--- config.mk ---
export PLATFORM = sky130hd
export DESIGN_NAME = sample_reducer
export DESIGN_NICKNAME = d
export VERILOG_FILES = /design/src/rtl/sample_reducer_pkg.sv /design/src/rtl/sample_reducer_ctrl.sv /design/src/rtl/sample_reducer_datapath.sv /design/src/rtl/sample_reducer.sv
export SDC_FILE = /design/constraint.sdc
export NUM_CORES = 1
export LEC_CHECK = 0
export BUFFER_PORTS_ARGS = -buffer_cell sky130_fd_sc_hd__buf_2
export CAP_MARGIN = 5
export CORE_UTILIZATION = 40
export CTS_CLUSTER_DIAMETER = 100
export DETAILED_ROUTE_END_ITERATION = 10
export PLACE_DENSITY_LB_ADDON = 0.08
export SYNTH_ARGS = -nofsm -noshare
export SYNTH_HDL_FRONTEND = slang
export SYNTH_SLANG_ARGS = --single-unit
--- constraint.sdc ---
create_clock -name clk -period 29.6 [get_ports clk]
set_clock_uncertainty 0.05 [all_clocks]
set_input_delay 7.4 -clock clk [delete_from_list [all_inputs] [get_ports clk]]
set_output_delay 7.4 -clock clk [all_outputs]
set_load 0.01 [all_outputs]
--- src/rtl/sample_reducer_pkg.sv ---
package sample_reducer_pkg;
  localparam int SET_MAX = 8;
  localparam int SLOT_W = $clog2(SET_MAX);

  typedef enum logic [1:0] {
    RED_NONE   = 2'd0,
    RED_MEAN   = 2'd1,
    RED_MEDIAN = 2'd2,
    RED_RSVD   = 2'd3
  } redMode_e;

  typedef struct packed {
    logic              bypass;
    logic              start;
    logic              add;
    logic              last;
    logic              useMedian;
    logic [1:0]        shift;
    logic [SLOT_W-1:0] slot;
  } redStrobe_t;
endpackage

--- src/rtl/sample_reducer_ctrl.sv ---
module sample_reducer_ctrl
  import sample_reducer_pkg::*;
#(
  parameter int NUM_CH = 8,
  localparam int CH_W = $clog2(NUM_CH),
  localparam int CTRL_W = 16 + 2 * NUM_CH
) (
  input  logic              clk,
  input  logic              rstN,
  input  logic [CTRL_W-1:0] ctrlWord,
  input  logic              inValid,
  input  logic [CH_W-1:0]   inChan,
  output redStrobe_t        strobe,
  output logic              avgBusy
);
  logic              active;
  logic [CH_W-1:0]   curChan;
  logic [SLOT_W-1:0] idx;
  logic [1:0]        shiftQ;
  logic              medQ;
  logic [1:0]        cfgCnt;
  redMode_e          cfgMode;
  logic              cfgBypass;
  logic              sameSet;
  logic [SLOT_W-1:0] lastIdx;

  always_comb begin
    cfgCnt    = ctrlWord[2*int'(inChan) +: 2];
    cfgMode   = redMode_e'(ctrlWord[16 + 2*int'(inChan) +: 2]);
    cfgBypass = (cfgCnt == 2'd0) || !(cfgMode == RED_MEAN || cfgMode == RED_MEDIAN);
    sameSet   = active && (inChan == curChan);
    lastIdx   = SLOT_W'((4'd1 << shiftQ) - 4'd1);
    strobe    = '0;
    if (inValid) begin
      if (sameSet) begin
        strobe.add       = 1'b1;
        strobe.slot      = idx;
        strobe.shift     = shiftQ;
        strobe.useMedian = medQ;
        strobe.last      = (idx == lastIdx);
      end else if (cfgBypass) begin
        strobe.bypass = 1'b1;
      end else begin
        strobe.start     = 1'b1;
        strobe.shift     = cfgCnt;
        strobe.useMedian = (cfgMode == RED_MEDIAN);
      end
    end
  end

  always_ff @(posedge clk) begin
    if (!rstN) begin
      active  <= 1'b0;
      curChan <= '0;
      idx     <= '0;
      shiftQ  <= '0;
      medQ    <= 1'b0;
    end else if (strobe.start) begin
      active  <= 1'b1;
      curChan <= inChan;
      idx     <= SLOT_W'(1);
      shiftQ  <= cfgCnt;
      medQ    <= (cfgMode == RED_MEDIAN);
    end else if (strobe.add) begin
      if (strobe.last) active <= 1'b0;
      else idx <= idx + SLOT_W'(1);
    end else if (strobe.bypass) begin
      active <= 1'b0;
    end
  end

  assign avgBusy = active;

  AST_IDX_IN_SET: assert property (@(posedge clk) disable iff (!rstN)
    active |-> (idx != '0) && (idx <= lastIdx) && (shiftQ != 2'd0));
  AST_BUSY_DROPS: assert property (@(posedge clk) disable iff (!rstN)
    strobe.last |=> !avgBusy);
  AST_SWITCH_RESTARTS: assert property (@(posedge clk) disable iff (!rstN)
    (active && inValid && inChan != curChan && !cfgBypass)
      |=> (active && idx == SLOT_W'(1) && curChan == $past(inChan)));
endmodule

--- src/rtl/sample_reducer_datapath.sv ---
module sample_reducer_datapath
  import sample_reducer_pkg::*;
#(
  parameter int RES_BITS = 10,
  parameter int NUM_CH = 8,
  localparam int CH_W = $clog2(NUM_CH),
  localparam int SUM_W = RES_BITS + SLOT_W
) (
  input  logic                clk,
  input  logic                rstN,
  input  redStrobe_t          strobe,
  input  logic [RES_BITS-1:0] inData,
  input  logic [CH_W-1:0]     inChan,
  output logic                outValid,
  output logic [CH_W-1:0]     outChan,
  output logic [RES_BITS-1:0] outData
);
  logic [RES_BITS-1:0] bufQ    [SET_MAX];
  logic [RES_BITS-1:0] nextBuf [SET_MAX];
  logic [RES_BITS-1:0] work    [SET_MAX];
  logic [RES_BITS-1:0] tmp;
  logic [SUM_W-1:0]    sumQ;
  logic [SUM_W-1:0]    sumNext;
  logic [RES_BITS-1:0] meanVal;
  logic [SLOT_W-1:0]   medIdx;
  logic [SLOT_W-1:0]   topIdx;

  for (genvar i = 0; i < SET_MAX; i++) begin : g_slot
    always_comb begin
      if (strobe.start) nextBuf[i] = (i == 0) ? inData : '1;
      else if (strobe.add && strobe.slot == SLOT_W'(i)) nextBuf[i] = inData;
      else nextBuf[i] = bufQ[i];
    end
    always_ff @(posedge clk) begin
      if (!rstN) bufQ[i] <= '0;
      else if (strobe.start || strobe.add) bufQ[i] <= nextBuf[i];
    end
  end

  always_comb begin
    tmp = '0;
    for (int k = 0; k < SET_MAX; k++) work[k] = nextBuf[k];
    for (int s = 0; s < SET_MAX; s++) begin
      for (int j = s % 2; j + 1 < SET_MAX; j += 2) begin
        if (work[j] > work[j+1]) begin
          tmp       = work[j];
          work[j]   = work[j+1];
          work[j+1] = tmp;
        end
      end
    end
  end

  always_comb begin
    sumNext = (strobe.start ? '0 : sumQ) + SUM_W'(inData);
    meanVal = RES_BITS'(sumNext >> strobe.shift);
    topIdx  = SLOT_W'((4'd1 << strobe.shift) - 4'd1);
    medIdx  = topIdx >> 1;
  end

  always_ff @(posedge clk) begin
    if (!rstN) begin
      sumQ     <= '0;
      outValid <= 1'b0;
      outChan  <= '0;
      outData  <= '0;
    end else begin
      if (strobe.start || strobe.add) sumQ <= sumNext;
      outValid <= strobe.bypass || strobe.last;
      if (strobe.bypass) begin
        outData <= inData;
        outChan <= inChan;
      end else if (strobe.last) begin
        outData <= strobe.useMedian ? work[medIdx] : meanVal;
        outChan <= inChan;
      end
    end
  end

  AST_MEAN_IN_RANGE: assert property (@(posedge clk) disable iff (!rstN)
    (strobe.last && !strobe.useMedian) |-> (meanVal >= work[0] && meanVal <= work[topIdx]));
  for (genvar k = 0; k + 1 < SET_MAX; k++) begin : g_ord
    AST_SORT_ORDER: assert property (@(posedge clk) disable iff (!rstN)
      strobe.last |-> work[k] <= work[k+1]);
  end
endmodule

--- src/rtl/sample_reducer.sv ---
module sample_reducer
  import sample_reducer_pkg::*;
#(
  parameter int RES_BITS = 10,
  parameter int NUM_CH = 8,
  localparam int CH_W = $clog2(NUM_CH),
  localparam int CTRL_W = 16 + 2 * NUM_CH
) (
  input  logic                clk,
  input  logic                rstN,
  input  logic [CTRL_W-1:0]   ctrlWord,
  input  logic                inValid,
  input  logic [CH_W-1:0]     inChan,
  input  logic [RES_BITS-1:0] inData,
  output logic                outValid,
  output logic [CH_W-1:0]     outChan,
  output logic [RES_BITS-1:0] outData,
  output logic                avgBusy
);
  redStrobe_t strobe;

  sample_reducer_ctrl #(.NUM_CH(NUM_CH)) ctrl_i (
    .clk(clk), .rstN(rstN), .ctrlWord(ctrlWord), .inValid(inValid),
    .inChan(inChan), .strobe(strobe), .avgBusy(avgBusy)
  );

  sample_reducer_datapath #(.RES_BITS(RES_BITS), .NUM_CH(NUM_CH)) dp_i (
    .clk(clk), .rstN(rstN), .strobe(strobe), .inData(inData), .inChan(inChan),
    .outValid(outValid), .outChan(outChan), .outData(outData)
  );

  AST_OUT_NEEDS_INPUT: assert property (@(posedge clk) disable iff (!rstN)
    outValid |-> $past(inValid));
  AST_NO_BUSY_AFTER_OUT: assert property (@(posedge clk) disable iff (!rstN)
    (outValid && !$past(inValid && avgBusy && inChan != outChan)) |-> !avgBusy);
endmodule

==> reports/qor.csv <==
stage,metric,value,unit
cells_and_area,layout cells sized above 1,10.5,%
min_path,hold endpoint,dp_i.sumQ[1]$_SDFFE_PN0P_,
critical_path,Max stage delay on crit path,670,ps
synthesis,yosys warns,0,
timing,actual slew at the worst max-slew pin,1160,ps
place,gp weighted congestion,0.947,
synthesis,simple-gate share of the synthesized area,20.6,%
synthesis,Synth area leader,ha_1,
timing,Tmin final,27950,ps
min_path,Hold Crit Depth,2,
critical_path,Setup crit start kind,input port,
synthesis,Synth Register Bits,117,
cells_and_area,Syn-to-layout area delta,9.53,%
timing,RSZ-0062 raised after global routing,no,
critical_path,most frequent CP cell,a21o_1,
clock_tree,Post-CTS Hold Fix Bufs,0,
route,DRT Wirelength,68.4,mm
synthesis,Syn Inst Count,2622,
global_route,first-pass GRT wire length,106,mm
floorplan,Die Y,222,µm
global_route,initial antenna violation count,0,
outcome,status,"finished, final reports clean",
synthesis,top cell types by occurrence after synthesis,"366 x nand2_1, 241 x ha_1, 240 x o21ai_0, 216 x inv_1, 213 x nor2_1",
clock_tree,CTS Buffer Depth,2,
min_path,min-delay src,dp_i.sumQ[1]$_SDFFE_PN0P_,
clock_tree,cts repair resizes,0,
synthesis,largest family of logic cells by synthesized area,compound AO/OA/AOI/OAI gates,
timing,fin crit share,94.4,%
flow_run,max_cap viols,0,
route,vias per cell,5.88,
synthesis,Synth Area in XOR/XNOR,1.67,%
timing,final setup violation count,0,
clock_tree,later-pin clock latency in the skew report,440,ps
critical_path,WP data arrival,28200,ps
critical_path,CP endpoint kind,flop,
cells_and_area,# diodes,0,
critical_path,"critical path fanouts, max",125,
synthesis,post-synth cell types,101,
route,Routed WL per cell,20.9,µm
synthesis,Synth Flop Type,edfxtp_1,
clock_tree,Post-CTS Setup Bufs,0,
place,post-DP HPWL,55.1,mm
clock_tree,TritonCTS clock tree,yes,
floorplan,Starting Density,40.5,%
global_route,largest net degree at the start of global routing,126,
route,drt first-iter violations,1311,
route,# DRC,0,
cells_and_area,final core occ,44.4,%
critical_path,FF-to-FF End,dp_i.outData[0]$_SDFFE_PN0P_,
clock_tree,CTS buffer count,17,
synthesis,"Seq/Total Area, Yosys",16.2,%
synthesis,mapped cell area,0.0194,mm²
critical_path,CP max-delay cell,o21ai_0,
synthesis,Post-synth EDFFs,80,
clock_tree,Sink Count,117,
global_route,vias in the first global route,18600,
place,IO Port Bufs,62,
timing,total negative setup slack,0,ps
synthesis,post-synth top area share,15.6,%
global_route,GRT Util Overall,27.5,%
floorplan,Die W,222,µm
timing,Max Fclk,0.0358,GHz
synthesis,syn_nets,2912,
synthesis,Synth area leaders,"ha_1 16%, edfxtp_1 12%, mux2i_1 9.8%",
cells_and_area,layout net count,2941,
synthesis,post-synthesis mux area share,13.7,%
clock_tree,H-tree levels,4,
critical_path,r2r worst-path depth,86,
synthesis,"FFs w/ async S/R, synth",0,%
synthesis,mean area per synthesized cell,7.38,µm²
synthesis,most frequent cell after synthesis,nand2_1,
floorplan,# IOs,63,
critical_path,Worst Path Required,29850,ps
timing,Final Max Tran Viols,0,
route,vias,19300,
critical_path,Reg2Reg Launch Point,ctrl_i.curChan[1]$_SDFFE_PN0P_,
clock_tree,"Reg clk slew, reported paths",60,ps
synthesis,compound-gate portion of the synthesized area,25.0,%
route,DRT Pass-1 Iters,6,
clock_tree,Root Driver,clkbuf_16,
floorplan,# rows,80,
route,post-route ant nets,0,
timing,Slew HR,22.4,%
global_route,total gr overflow,0,
min_path,Hold WC Path Type,flop to flop,
synthesis,post-synthesis adder-cell area fraction,16.0,%
floorplan,die area,0.0493,mm²
floorplan,core area,0.0477,mm²
timing,Final Hold Fails,0,
critical_path,r2r setup slk,8600,ps
critical_path,Setup Crit Path Kind,input port to flop,
[worst max-delay path: cells and delay by family]
kind | cells | cell delay [ps]
buffers and inverters | 6 | 1770
AND/OR/NAND/NOR | 18 | 3070
adder cells (fa/ha/maj) | 9 | 2920
multiplexers | 4 | 1300
AO/OA/AOI/OAI | 47 | 11580
[how the worst max path moves through the flow]
stage / from / endpoint / cells past startpoint
final: inChan[0] / dp_i.outData[0]$_SDFFE_PN0P_ / 84
after global routing: inChan[0] / dp_i.outData[2]$_SDFFE_PN0P_ / 83
after CTS: inChan[0] / dp_i.outData[2]$_SDFFE_PN0P_ / 82
after detailed placement: inChan[0] / dp_i.outData[2]$_SDFFE_PN0P_ / 86
after global placement: inChan[0] / dp_i.outData[2]$_SDFFE_PN0P_ / 85
after floorplan: inChan[0] / dp_i.outData[9]$_SDFFE_PN0P_ / 100
[metrics by stage]
stage	instances	cell area [µm²]	hold slack [ps]	setup WS, ps
floorplan	2622	19400	367	954
global placement	3247	20500	381	1150
detailed placement	3247	20500	399	989
CTS	3279	21200	413	1320
global route	3279	21200	435	16.9
finish	3279	21200	405	1650
[metal layers]
metal / up-vias / share of wire (%) / track usage [%]
li1: 9551 / - / -
met1: 9110 / 45 / 35.1
met2: 492 / 48 / 48.5
met3: 121 / 4.0 / 2.45
met4: 0 / 3.2 / 8.98
met5: - / 0 / 0
[kinds of logic after synthesis]
kind of cell,after synthesis
and+or+nand+nor,871
DFF,117
AOI/OAI and AO/OA,763
xor gates and xnor gates,37
buffers and inverters,339
adders and majority gates,249
muxes,246
[registers in the layout (all words and copies together), names as in the netlist]
name / flops
ctrl_i.medQ: 1
ctrl_i.avgBusy: 1
dp_i.outData: 10
dp_i.outValid: 1
dp_i.outChan: 3
dp_i.sumQ: 13
ctrl_i.shiftQ: 2
ctrl_i.idx: 3
dp_i.bufQ: 80
ctrl_i.curChan: 3
[layout by cell type (no fill, tap or decap), types with 8 or more instances in the layout]
cell type    n
nor4_1      10
o211ai_1    17
or3_1       10
inv_1      215
mux2_2      41
o221ai_1    13
o21ai_0    238
a22oi_1      8
nor2b_1     30
xor2_1      12
nand3_1     58
and2_1      35
dfxtp_1     37
mux2i_1    189
or2_2        8
nor2_1     211
a211oi_1    22
a21oi_1    208
a21boi_0    12
mux4_2       9
a21o_1      52
a22o_1      15
and4_1       9
edfxtp_1    80
nand4_1     31
clkbuf_16   17
a31oi_1     20
xnor2_1     25
o21ai_1     12
nand2b_1    24
nor3_1      27
o22ai_1      8
buf_2       62
buf_4       70
and3_1      26
nand2_1    366
o21a_1      15
ha_1       241
o21bai_1     9
[final cells by class]
cell class | count | area, µm²
multi-input combinational | 2166 | 15000
clock buffer | 18 | 429
fill | 4905 | 26500
tap | 615 | 769
timing repair buffer | 133 | 856
sequential | 117 | 3140
clock inverter | 14 | 200
inverter | 216 | 811
Power is left out: the tool's default activity adds up to more than one toggle a clock period on the data nets, which glitch-free logic cannot reach.
